File: config.mk
export PLATFORM = sky130hd
export DESIGN_NAME = core_tmr
export DESIGN_NICKNAME = d
export VERILOG_FILES = /design/src/rtl/core_tmr_pkg.sv /design/src/rtl/core_tmr_regs.sv /design/src/rtl/core_tmr_presc.sv /design/src/rtl/core_tmr_cnt.sv /design/src/rtl/core_tmr.sv
export SDC_FILE = /design/constraint.sdc
export NUM_CORES = 1
export LEC_CHECK = 0
export ABC_CLOCK_PERIOD_IN_PS = 2400
export BUFFER_PORTS_ARGS = -buffer_cell sky130_fd_sc_hd__buf_4
export CELL_PAD_IN_SITES_DETAIL_PLACEMENT = 0
export CELL_PAD_IN_SITES_GLOBAL_PLACEMENT = 1
export CORE_MARGIN = 4
export CORE_UTILIZATION = 42
export DETAILED_ROUTE_END_ITERATION = 8
export PLACE_DENSITY = 0.84
export SYNTH_ARGS = -nofsm -noshare
export SYNTH_HDL_FRONTEND = slang
export SYNTH_SLANG_ARGS = --single-unit
File: constraint.sdc
create_clock -name clk_i -period 2.4 [get_ports clk_i]
set_input_delay 0 -clock clk_i [delete_from_list [all_inputs] [get_ports clk_i]]
set_output_delay 0 -clock clk_i [all_outputs]
set_load 0.01 [all_outputs]
File: src/rtl/core_tmr_pkg.sv
package core_tmr_pkg;
  typedef enum logic [1:0] {
    SEL_CTRL   = 2'd0,
    SEL_PERIOD = 2'd1,
    SEL_SCALE  = 2'd2,
    SEL_COUNT  = 2'd3
  } reg_sel_e;

  localparam int unsigned CB_PWR = 0;
  localparam int unsigned CB_RUN = 1;
  localparam int unsigned CB_AR  = 2;
  localparam int unsigned CB_INT = 3;
  localparam int unsigned CTRL_W = 4;
endpackage

File: src/rtl/core_tmr_regs.sv
module core_tmr_regs
  import core_tmr_pkg::*;
#(
  parameter int unsigned DATA_W = 32
) (
  input  logic              clk_i,
  input  logic              rst_ni,
  input  logic              wr_en_i,
  input  reg_sel_e          sel_i,
  input  logic [DATA_W-1:0] wdata_i,
  input  logic              expire_i,
  output logic [CTRL_W-1:0] ctrl_o,
  output logic [DATA_W-1:0] period_o,
  output logic [DATA_W-1:0] scale_o
);
  logic [CTRL_W-1:0] ctrl_q;
  logic [DATA_W-1:0] period_q, scale_q;

  always_ff @(posedge clk_i or negedge rst_ni) begin
    if (!rst_ni) begin
      ctrl_q   <= '0;
      period_q <= '0;
      scale_q  <= '0;
    end else begin
      if (wr_en_i && sel_i == SEL_CTRL)   ctrl_q   <= wdata_i[CTRL_W-1:0];
      if (wr_en_i && sel_i == SEL_PERIOD) period_q <= wdata_i;
      if (wr_en_i && sel_i == SEL_SCALE)  scale_q  <= wdata_i;
      // expiry wins over a same-cycle control write on the status bit
      if (expire_i) ctrl_q[CB_INT] <= 1'b1;
    end
  end

  assign ctrl_o   = ctrl_q;
  assign period_o = period_q;
  assign scale_o  = scale_q;
endmodule

File: src/rtl/core_tmr_presc.sv
module core_tmr_presc #(
  parameter int unsigned PS_W = 8
) (
  input  logic            clk_i,
  input  logic            rst_ni,
  input  logic            run_i,
  input  logic [PS_W-1:0] scale_i,
  output logic            tick_o
);
  logic [PS_W-1:0] pcnt_q, lim_q;

  assign tick_o = run_i && (pcnt_q == lim_q);

  // limit is latched per period so a scale write applies from the next one
  always_ff @(posedge clk_i or negedge rst_ni) begin
    if (!rst_ni) begin
      pcnt_q <= '0;
      lim_q  <= '0;
    end else if (!run_i || tick_o) begin
      pcnt_q <= '0;
      lim_q  <= scale_i;
    end else begin
      pcnt_q <= pcnt_q + 1'b1;
    end
  end
endmodule

File: src/rtl/core_tmr_cnt.sv
module core_tmr_cnt #(
  parameter int unsigned DATA_W = 32
) (
  input  logic              clk_i,
  input  logic              rst_ni,
  input  logic              tick_i,
  input  logic              wr_ctrl_i,
  input  logic              wr_per_i,
  input  logic              wr_cnt_i,
  input  logic [DATA_W-1:0] wdata_i,
  input  logic [DATA_W-1:0] period_i,
  input  logic              autoreload_i,
  output logic [DATA_W-1:0] cnt_o,
  output logic              halt_o,
  output logic              expire_o,
  output logic              irq_o
);
  logic [DATA_W-1:0] cnt_q;
  logic              halt_q, irq_q;

  assign expire_o = tick_i && (cnt_q <= DATA_W'(1));

  always_ff @(posedge clk_i or negedge rst_ni) begin
    if (!rst_ni) begin
      cnt_q  <= '0;
      halt_q <= 1'b0;
      irq_q  <= 1'b0;
    end else begin
      irq_q <= expire_o;
      if (wr_per_i || wr_cnt_i) cnt_q <= wdata_i;
      else if (expire_o)        cnt_q <= autoreload_i ? period_i : '0;
      else if (tick_i)          cnt_q <= cnt_q - 1'b1;
      if (wr_ctrl_i || wr_per_i || wr_cnt_i) halt_q <= 1'b0;
      else if (expire_o && !autoreload_i)    halt_q <= 1'b1;
    end
  end

  assign cnt_o  = cnt_q;
  assign halt_o = halt_q;
  assign irq_o  = irq_q;
endmodule

File: src/rtl/core_tmr.sv
module core_tmr
  import core_tmr_pkg::*;
#(
  parameter int unsigned DATA_W = 32,
  parameter int unsigned PS_W   = 8
) (
  input  logic              clk_i,
  input  logic              rst_ni,
  input  logic              wr_en_i,
  input  logic [3:2]        addr_i,
  input  logic [DATA_W-1:0] wdata_i,
  output logic [DATA_W-1:0] rdata_o,
  output logic              irq_o
);
  reg_sel_e          sel;
  logic [CTRL_W-1:0] ctrl;
  logic [DATA_W-1:0] period, scale, cnt;
  logic              halt, expire, tick, run;

  assign sel = reg_sel_e'(addr_i);
  assign run = ctrl[CB_PWR] && ctrl[CB_RUN] && !halt;

  core_tmr_regs #(.DATA_W(DATA_W)) u_regs (
    .clk_i, .rst_ni, .wr_en_i, .sel_i(sel), .wdata_i,
    .expire_i(expire), .ctrl_o(ctrl), .period_o(period), .scale_o(scale)
  );

  core_tmr_presc #(.PS_W(PS_W)) u_presc (
    .clk_i, .rst_ni, .run_i(run), .scale_i(scale[PS_W-1:0]), .tick_o(tick)
  );

  core_tmr_cnt #(.DATA_W(DATA_W)) u_cnt (
    .clk_i, .rst_ni, .tick_i(tick),
    .wr_ctrl_i(wr_en_i && sel == SEL_CTRL),
    .wr_per_i (wr_en_i && sel == SEL_PERIOD),
    .wr_cnt_i (wr_en_i && sel == SEL_COUNT),
    .wdata_i, .period_i(period), .autoreload_i(ctrl[CB_AR]),
    .cnt_o(cnt), .halt_o(halt), .expire_o(expire), .irq_o
  );

  always_comb begin
    unique case (sel)
      SEL_CTRL:   rdata_o = DATA_W'(ctrl);
      SEL_PERIOD: rdata_o = period;
      SEL_SCALE:  rdata_o = scale;
      default:    rdata_o = cnt;
    endcase
  end
endmodule

==> out/qor.yml, run 1 <==
status:
  run_status: "completed"
sta:
  max_freq_mhz: 434
  drv_slew: 0
  hold_viol: 0
  setup_viol: 0
  fin_crit_sh: 0.959
  worst_pin_slew_ns: 0.741
  tns_ns: 0
  fin_skew_ns: 0.00884
  rsz0062_at_grt: "false"
  setup_slack_ns: 0.0980
  slew_headroom: 0.506
  fin_crit_ns: 2.30
clock_tree:
  worstSkewPairLatency_ns: 0.42
  clkTransAtPathRegs_ns: 0.06
  cts_tree: "done"
  cts_sinks: 118
  clockBufferDepth: 2
  post_cts_buffers: 0
  cts_max_level: 4
  clockRootBuffer: "clkbuf_16"
  cts_buffers: 17
power:
  power.leakage_nw: 3.74
  power.switching_mw: 1.95
  power_frac_comb: 0.220
  sw_frac_of_total: 0.282
  p_clk_frac: 0.397
  power.density_nw_per_um2: 816
  p_int_mw: 4.98
  vdd_drop_max_v: 0.000597
  seqPwrFrac: 0.383
worst_setup_path:
  worst-path-max-fanout: 5
  r2r_start: "u_cnt.cnt_o[19]"
  required_ns: 2.75
  startpoint: "u_cnt.cnt_o[19]"
  r2r_setup_slack_ns: 0.1
  path_class: "reg -> reg"
  r2r_end: "u_cnt.cnt_o[23]"
  startpoint_type: "flip-flop"
  end_kind: "flip-flop"
  crit_arrival_ns: 2.65
  rr_worst_depth: 6
floorplanning:
  die_h_um: 133
  io_pins: 70
  initial_core_util: 0.429
  die_x_um: 133
  core_um2: 15300
  die_area_um2: 17700
  rows: 45
drt:
  first_pass_iters: 5
  drc: 0
  drt-initial-drc-count: 350
  wl_um: 18500
  vias: 5434
  detail-route-antenna-nets: 0
  avgViaCountPerCell: 5.59
  wl_per_cell_um: 19.1
layout:
  layout-drive-gt1-share: 0.338
  diodes: 0
  fin_cells: 972
  layout_common_cells: "dfrtp_1, buf_4, mux2_2"
  fill_cells: 1333
  area_growth_pct: 29.6
  final_common_cell: "dfrtp_1"
  nNetsFinal: 788
logic_synthesis:
  synth_cell_types: 57
  synth_edf_count: 0
  ys.flop_type: "dfrtp_1"
  ys_ff_latch: 118
  synth-seq-area-share: 0.451
  synthArstFlopShare: 1.00
  synth_area_um2: 6550
  syn-num-nets: 667
  ys.warnings.count: 0
  syn_inst: 627
  syn_avg_cell_area_um2: 10.5
global_route:
  grt-ovfl-total: 0
  antenna_found_initial: 0
  grt_pass1_wl_um: 30500
  grt_util_all_layers: 0.217
  grt_pass1_vias: 5793
  grtUsageMet1: 0.277
  grt_max_degree: 68
  busiest_layer: "met2"
  gr-usage-met2: 0.363
  use_met3: 0.0437
hold_path:
  min_path_cells: 3
  hp-start: "addr_i[3]"
  min_to: "u_cnt.halt_o"
  hold_class: "in -> reg"
placed_design:
  dp_hpwl_um: 12600
  place_ws_ns: 0.0633
  dp_cells: 906
  routabilityCongestion: 0.898
  io_buffers: 69
flow_run:
  maxCapViolCount: 0
through the flow:
step                instance area, µm²  utilization  total power, mW  hold slack [ns]
finish                            8490        0.557             6.93           0.0779
global route                      8490        0.557             7.27            0.110
CTS                               8490        0.556             6.97           0.0652
detailed placement                7500        0.492             4.16           0.0985
global placement                  7500        0.492             4.10           0.0831
floorplan                         6550            -             3.54           -0.296
synthesized netlist by cell type (5+ instances only):
| library cell | instances | area share |
|---|---|---|
| nor3_1 | 10 | 0.0076 |
| a2bb2oi_1 | 13 | 0.017 |
| xor2_1 | 18 | 0.024 |
| nor4_1 | 6 | 0.0057 |
| dfrtp_1 | 118 | 0.45 |
| a21oi_1 | 25 | 0.019 |
| mux2_2 | 96 | 0.16 |
| o21ai_0 | 19 | 0.015 |
| a22o_1 | 28 | 0.037 |
| or3_1 | 5 | 0.0048 |
| a31oi_1 | 9 | 0.0086 |
| o21ai_1 | 16 | 0.012 |
| xnor2_1 | 22 | 0.029 |
| nand2_1 | 85 | 0.049 |
| nand3_1 | 10 | 0.0076 |
| buf_1 | 9 | 0.0052 |
| nor2_1 | 32 | 0.018 |
| nand4_1 | 5 | 0.0048 |
| clkbuf_1 | 30 | 0.017 |
worst max path at each step:
stage / end / cells past startpoint
5_1_grt: u_cnt.cnt_o[16] / 7
2_1_floorplan: u_cnt.cnt_o[23] / 8
4_1_cts: u_cnt.cnt_o[31] / 7
6_report: u_cnt.cnt_o[23] / 6
3_5_place_dp: u_cnt.cnt_o[31] / 7
3_3_place_gp: u_cnt.cnt_o[14] / 7
worst max-delay path: stages, from the launching register on:
cell and delay, ns:
dfrtp_1 0.37, or4_4 0.59, or2_2 0.34, or3_1 0.41, xor2_1 0.15, mux2_2 0.26
o21ai_1 0.11
cell type report:
cell class                 instances  area (µm²)  share of cell area
inverter                           3        12.5             0.00147
clock buffer                      20         467              0.0549
multi-input combinational        461        3410               0.402
timing repair buffer             147        1210               0.143
sequential                       118        2950               0.348
clock inverter                    12         174              0.0205
tap                              211         264              0.0311
registers in the layout, indices dropped and copies added, names as in the netlist:
register and cells:
u_cnt.irq_o 1, u_presc.pcnt_q 8, u_regs.scale_o 32, u_regs.ctrl_o 4
u_cnt.halt_o 1, u_cnt.cnt_o 32, u_presc.lim_q 8, u_regs.period_o 32
layer usage:
| metal | part of all wire | vias up |
|---|---|---|
| met2 | 0.50 | 160 |
| met1 | 0.44 | 2722 |
| met4 | 0.021 | 0 |
| met3 | 0.047 | 31 |
| met5 | 0 | - |
| li1 | - | 2521 |
cell families after synthesis:
family	after synthesis	share of synthesized area
adder cells (fa/ha/maj)	3	0.00573
XOR/XNOR	40	0.0535
multiplexers	105	0.188
AND/OR/NAND/NOR	183	0.135
flip-flops	118	0.451
AO/OA/AOI/OAI	130	0.135
buffers and inverters	48	0.0315
power groups by stage:
stage	Sequential [mW]	Clock [mW]	Combinational [mW]
2_1_floorplan	2.57	0	0.968
3_3_place_gp	2.66	0	1.45
3_5_place_dp	2.68	0	1.48
4_1_cts	2.65	2.79	1.54
5_1_grt	2.69	2.89	1.68
6_report	2.65	2.75	1.53
what timing repair did:
action                                  4_1_cts  5_1_grt
endpoints found under the hold margin       152        0
gates resized for setup                       0        3
endpoints found under the setup margin        0       27
hold buffers                                 34        0
Power figures use the tool's default switching activity.
==> run 2, diff against run 1 <==
--- a/config.mk
+++ b/config.mk
@@ -8,11 +8,11 @@
 export ABC_CLOCK_PERIOD_IN_PS = 2400
 export BUFFER_PORTS_ARGS = -buffer_cell sky130_fd_sc_hd__buf_4
 export CELL_PAD_IN_SITES_DETAIL_PLACEMENT = 0
-export CELL_PAD_IN_SITES_GLOBAL_PLACEMENT = 1
+export CELL_PAD_IN_SITES_GLOBAL_PLACEMENT = 2
 export CORE_MARGIN = 4
-export CORE_UTILIZATION = 42
+export CORE_UTILIZATION = 35
 export DETAILED_ROUTE_END_ITERATION = 8
-export PLACE_DENSITY = 0.84
+export PLACE_DENSITY = 0.85
 export SYNTH_ARGS = -nofsm -noshare
 export SYNTH_HDL_FRONTEND = slang
 export SYNTH_SLANG_ARGS = --single-unit
==> out/qor.yml, run 2 (same netlist as run 1, synthesis figures left out) <==
status:
  run_status: "completed"  # unchanged
layout:
  layout_common_cells: "dfrtp_1, buf_4, mux2_2"  # unchanged
  final_cell_area_um2: 8580  # was 8490 µm²
  nNetsFinal: 790  # was 788
  utilization: 0.471  # was 0.557
  diodes: 0  # unchanged
  layout-drive-gt1-share: 0.347  # was 0.338
  fill_cells: 1708  # was 1,333
  final_common_cell: "dfrtp_1"  # unchanged
  area_growth_pct: 30.9  # was 29.6%
floorplanning:
  die_x_um: 145  # was 133 µm
  die_h_um: 145  # was 133 µm
  io_pins: 70  # unchanged
  core_um2: 18200  # was 15,300 µm²
  die_area_um2: 21000  # was 17,700 µm²
  initial_core_util: 0.360  # was 0.429
  rows: 49  # was 45
sta:
  fin_crit_ns: 2.31  # was 2.30 ns
  setup_viol: 0  # unchanged
  slew_headroom: 0.481  # was 0.506
  hold_viol: 0  # unchanged
  worst_pin_slew_ns: 0.778  # was 0.741 ns
  setup_slack_ns: 0.0892  # was 0.0980 ns
  tns_ns: 0  # unchanged
  rsz0062_at_grt: "false"  # unchanged
  fin_crit_sh: 0.963  # was 0.959
  fin_skew_ns: 0.0114  # was 0.00884 ns
  drv_slew: 0  # unchanged
  max_freq_mhz: 433  # was 434 MHz
global_route:
  grt_pass1_vias: 5728  # was 5,793
  grt_max_degree: 59  # was 68
  antenna_found_initial: 0  # unchanged
  grt_pass1_wl_um: 31000  # was 30,500 µm
  grt_util_all_layers: 0.190  # was 0.217
  grt-ovfl-total: 0  # unchanged
clock_tree:
  cts_sinks: 118  # unchanged
  worstSkewPairLatency_ns: 0.42  # about the same
  clkTransAtPathRegs_ns: 0.05  # was 0.06 ns
  cts_buffers: 17  # unchanged
  clockBufferDepth: 2  # unchanged
  clockRootBuffer: "clkbuf_16"  # unchanged
  cts_tree: "done"  # unchanged
  cts_max_level: 4  # unchanged
worst_setup_path:
  critPathMaxStageDelay_ns: 0.58  # was 0.59 ns
  required_ns: 2.74  # was 2.75 ns
  slowest_stage: "or4_4"  # unchanged
  end_kind: "flip-flop"  # unchanged
  crit_path_cell_trace: "or4_4 -> or2_2 -> or3_1 -> xor2_1 -> mux2_2 -> o21ai_1"  # unchanged
  path_class: "reg -> reg"  # unchanged
  crit_arrival_ns: 2.65  # about the same
  worst-path-max-fanout: 5  # unchanged
  startpoint_type: "flip-flop"  # unchanged
power:
  finalPower_mw: 7.05  # was 6.93 mW
  power.density_nw_per_um2: 822  # was 816 nW/µm²
  power.leakage_nw: 3.76  # was 3.74 nW
  vdd_drop_max_v: 0.000468  # was 0.000597 V
drt:
  vias: 5413  # was 5,434
  drt-initial-drc-count: 283  # was 350
  first_pass_iters: 5  # unchanged
  detail-route-antenna-nets: 0  # unchanged
  avgViaCountPerCell: 5.46  # was 5.59
  wl_um: 18900  # was 18,500 µm
  wl_per_cell_um: 19.0  # was 19.1 µm
  drc: 0  # unchanged
flow_run:
  maxCapViolCount: 0  # unchanged
placed_design:
  dpl_cell_area_um2: 7530  # was 7500 µm²
  dp_hpwl_um: 13300  # was 12,600 µm
  io_buffers: 69  # unchanged
  place_ws_ns: 0.0517  # was 0.0633 ns
  routabilityCongestion: 0.873  # was 0.898
hold_path:
  hold_class: "in -> reg"  # unchanged
-- run 2: final timing paths --
path	start	endpoint	slack [ns]	cells after the start
min in group asynchronous	rst_ni	u_presc.pcnt_q[0]	0.22	2
worst max-delay path	u_cnt.cnt_o[19]	u_cnt.cnt_o[23]	0.09	6
max in group asynchronous	rst_ni	u_regs.period_o[16]	1.46	3
worst max register to register	u_cnt.cnt_o[19]	u_cnt.cnt_o[23]	0.09	6
worst min register to register	u_presc.lim_q[4]	u_presc.lim_q[4]	0.49	2
worst min-delay path	addr_i[3]	u_cnt.halt_o	0.08	3
-- run 2: timing repair --
| action | 4_1_cts | 5_1_grt |
|---|---|---|
| setup buffers | 0 | 0 |
| hold buffers | 34 | 0 |
| gates resized for setup | 0 | 9 |
| setup endpoints to repair | 0 | 26 |
| hold endpoints to repair | 156 | 0 |
-- run 2: routing by layer --
| metal | global-route usage | wire length, µm | vias to the layer above | share of wire |
|---|---|---|---|---|
| li1 | - | - | 2531 | - |
| met2 | 0.323 | 9510 | 109 | 0.50 |
| met1 | 0.245 | 8530 | 2753 | 0.45 |
| met3 | 0.0447 | 652 | 20 | 0.035 |
| met4 | 0.0461 | 196 | 0 | 0.010 |
| met5 | 0 | 0 | - | 0 |
-- run 2: cell type report --
class | count | area, µm² | area share
sequential | 118 | 2950 | 0.344
multi-input combinational | 461 | 3440 | 0.401
timing repair buffer | 149 | 1220 | 0.142
clock inverter | 12 | 199 | 0.0232
tap | 229 | 287 | 0.0334
inverter | 3 | 12.5 | 0.00146
clock buffer | 20 | 467 | 0.0544
-- run 2: report_power, final --
group | internal [mW] | leakage (nW) | switching, mW
Sequential | 2.33 | 1.43 | 0.316
Combinational | 0.837 | 2.02 | 0.710
Clock | 1.92 | 0.314 | 0.930
Total | 5.09 | 3.76 | 1.96
-- run 2: worst max-delay path, delay by kind of cell (launching register included) --
kind / cells / cell delay (ns)
AOI/OAI and AO/OA: 1 / 0.12
xor gates and xnor gates: 1 / 0.15
DFF: 1 / 0.38
muxes: 1 / 0.25
and+or+nand+nor: 3 / 1.33
-- run 2: stage by stage --
| stage | hold WS (ns) | instances |
|---|---|---|
| 2_1_floorplan | -0.296 | 627 |
| 3_3_place_gp | 0.116 | 926 |
| 3_5_place_dp | 0.128 | 926 |
| 4_1_cts | 0.0669 | 992 |
| 5_1_grt | 0.0962 | 992 |
| 6_report | 0.0839 | 992 |
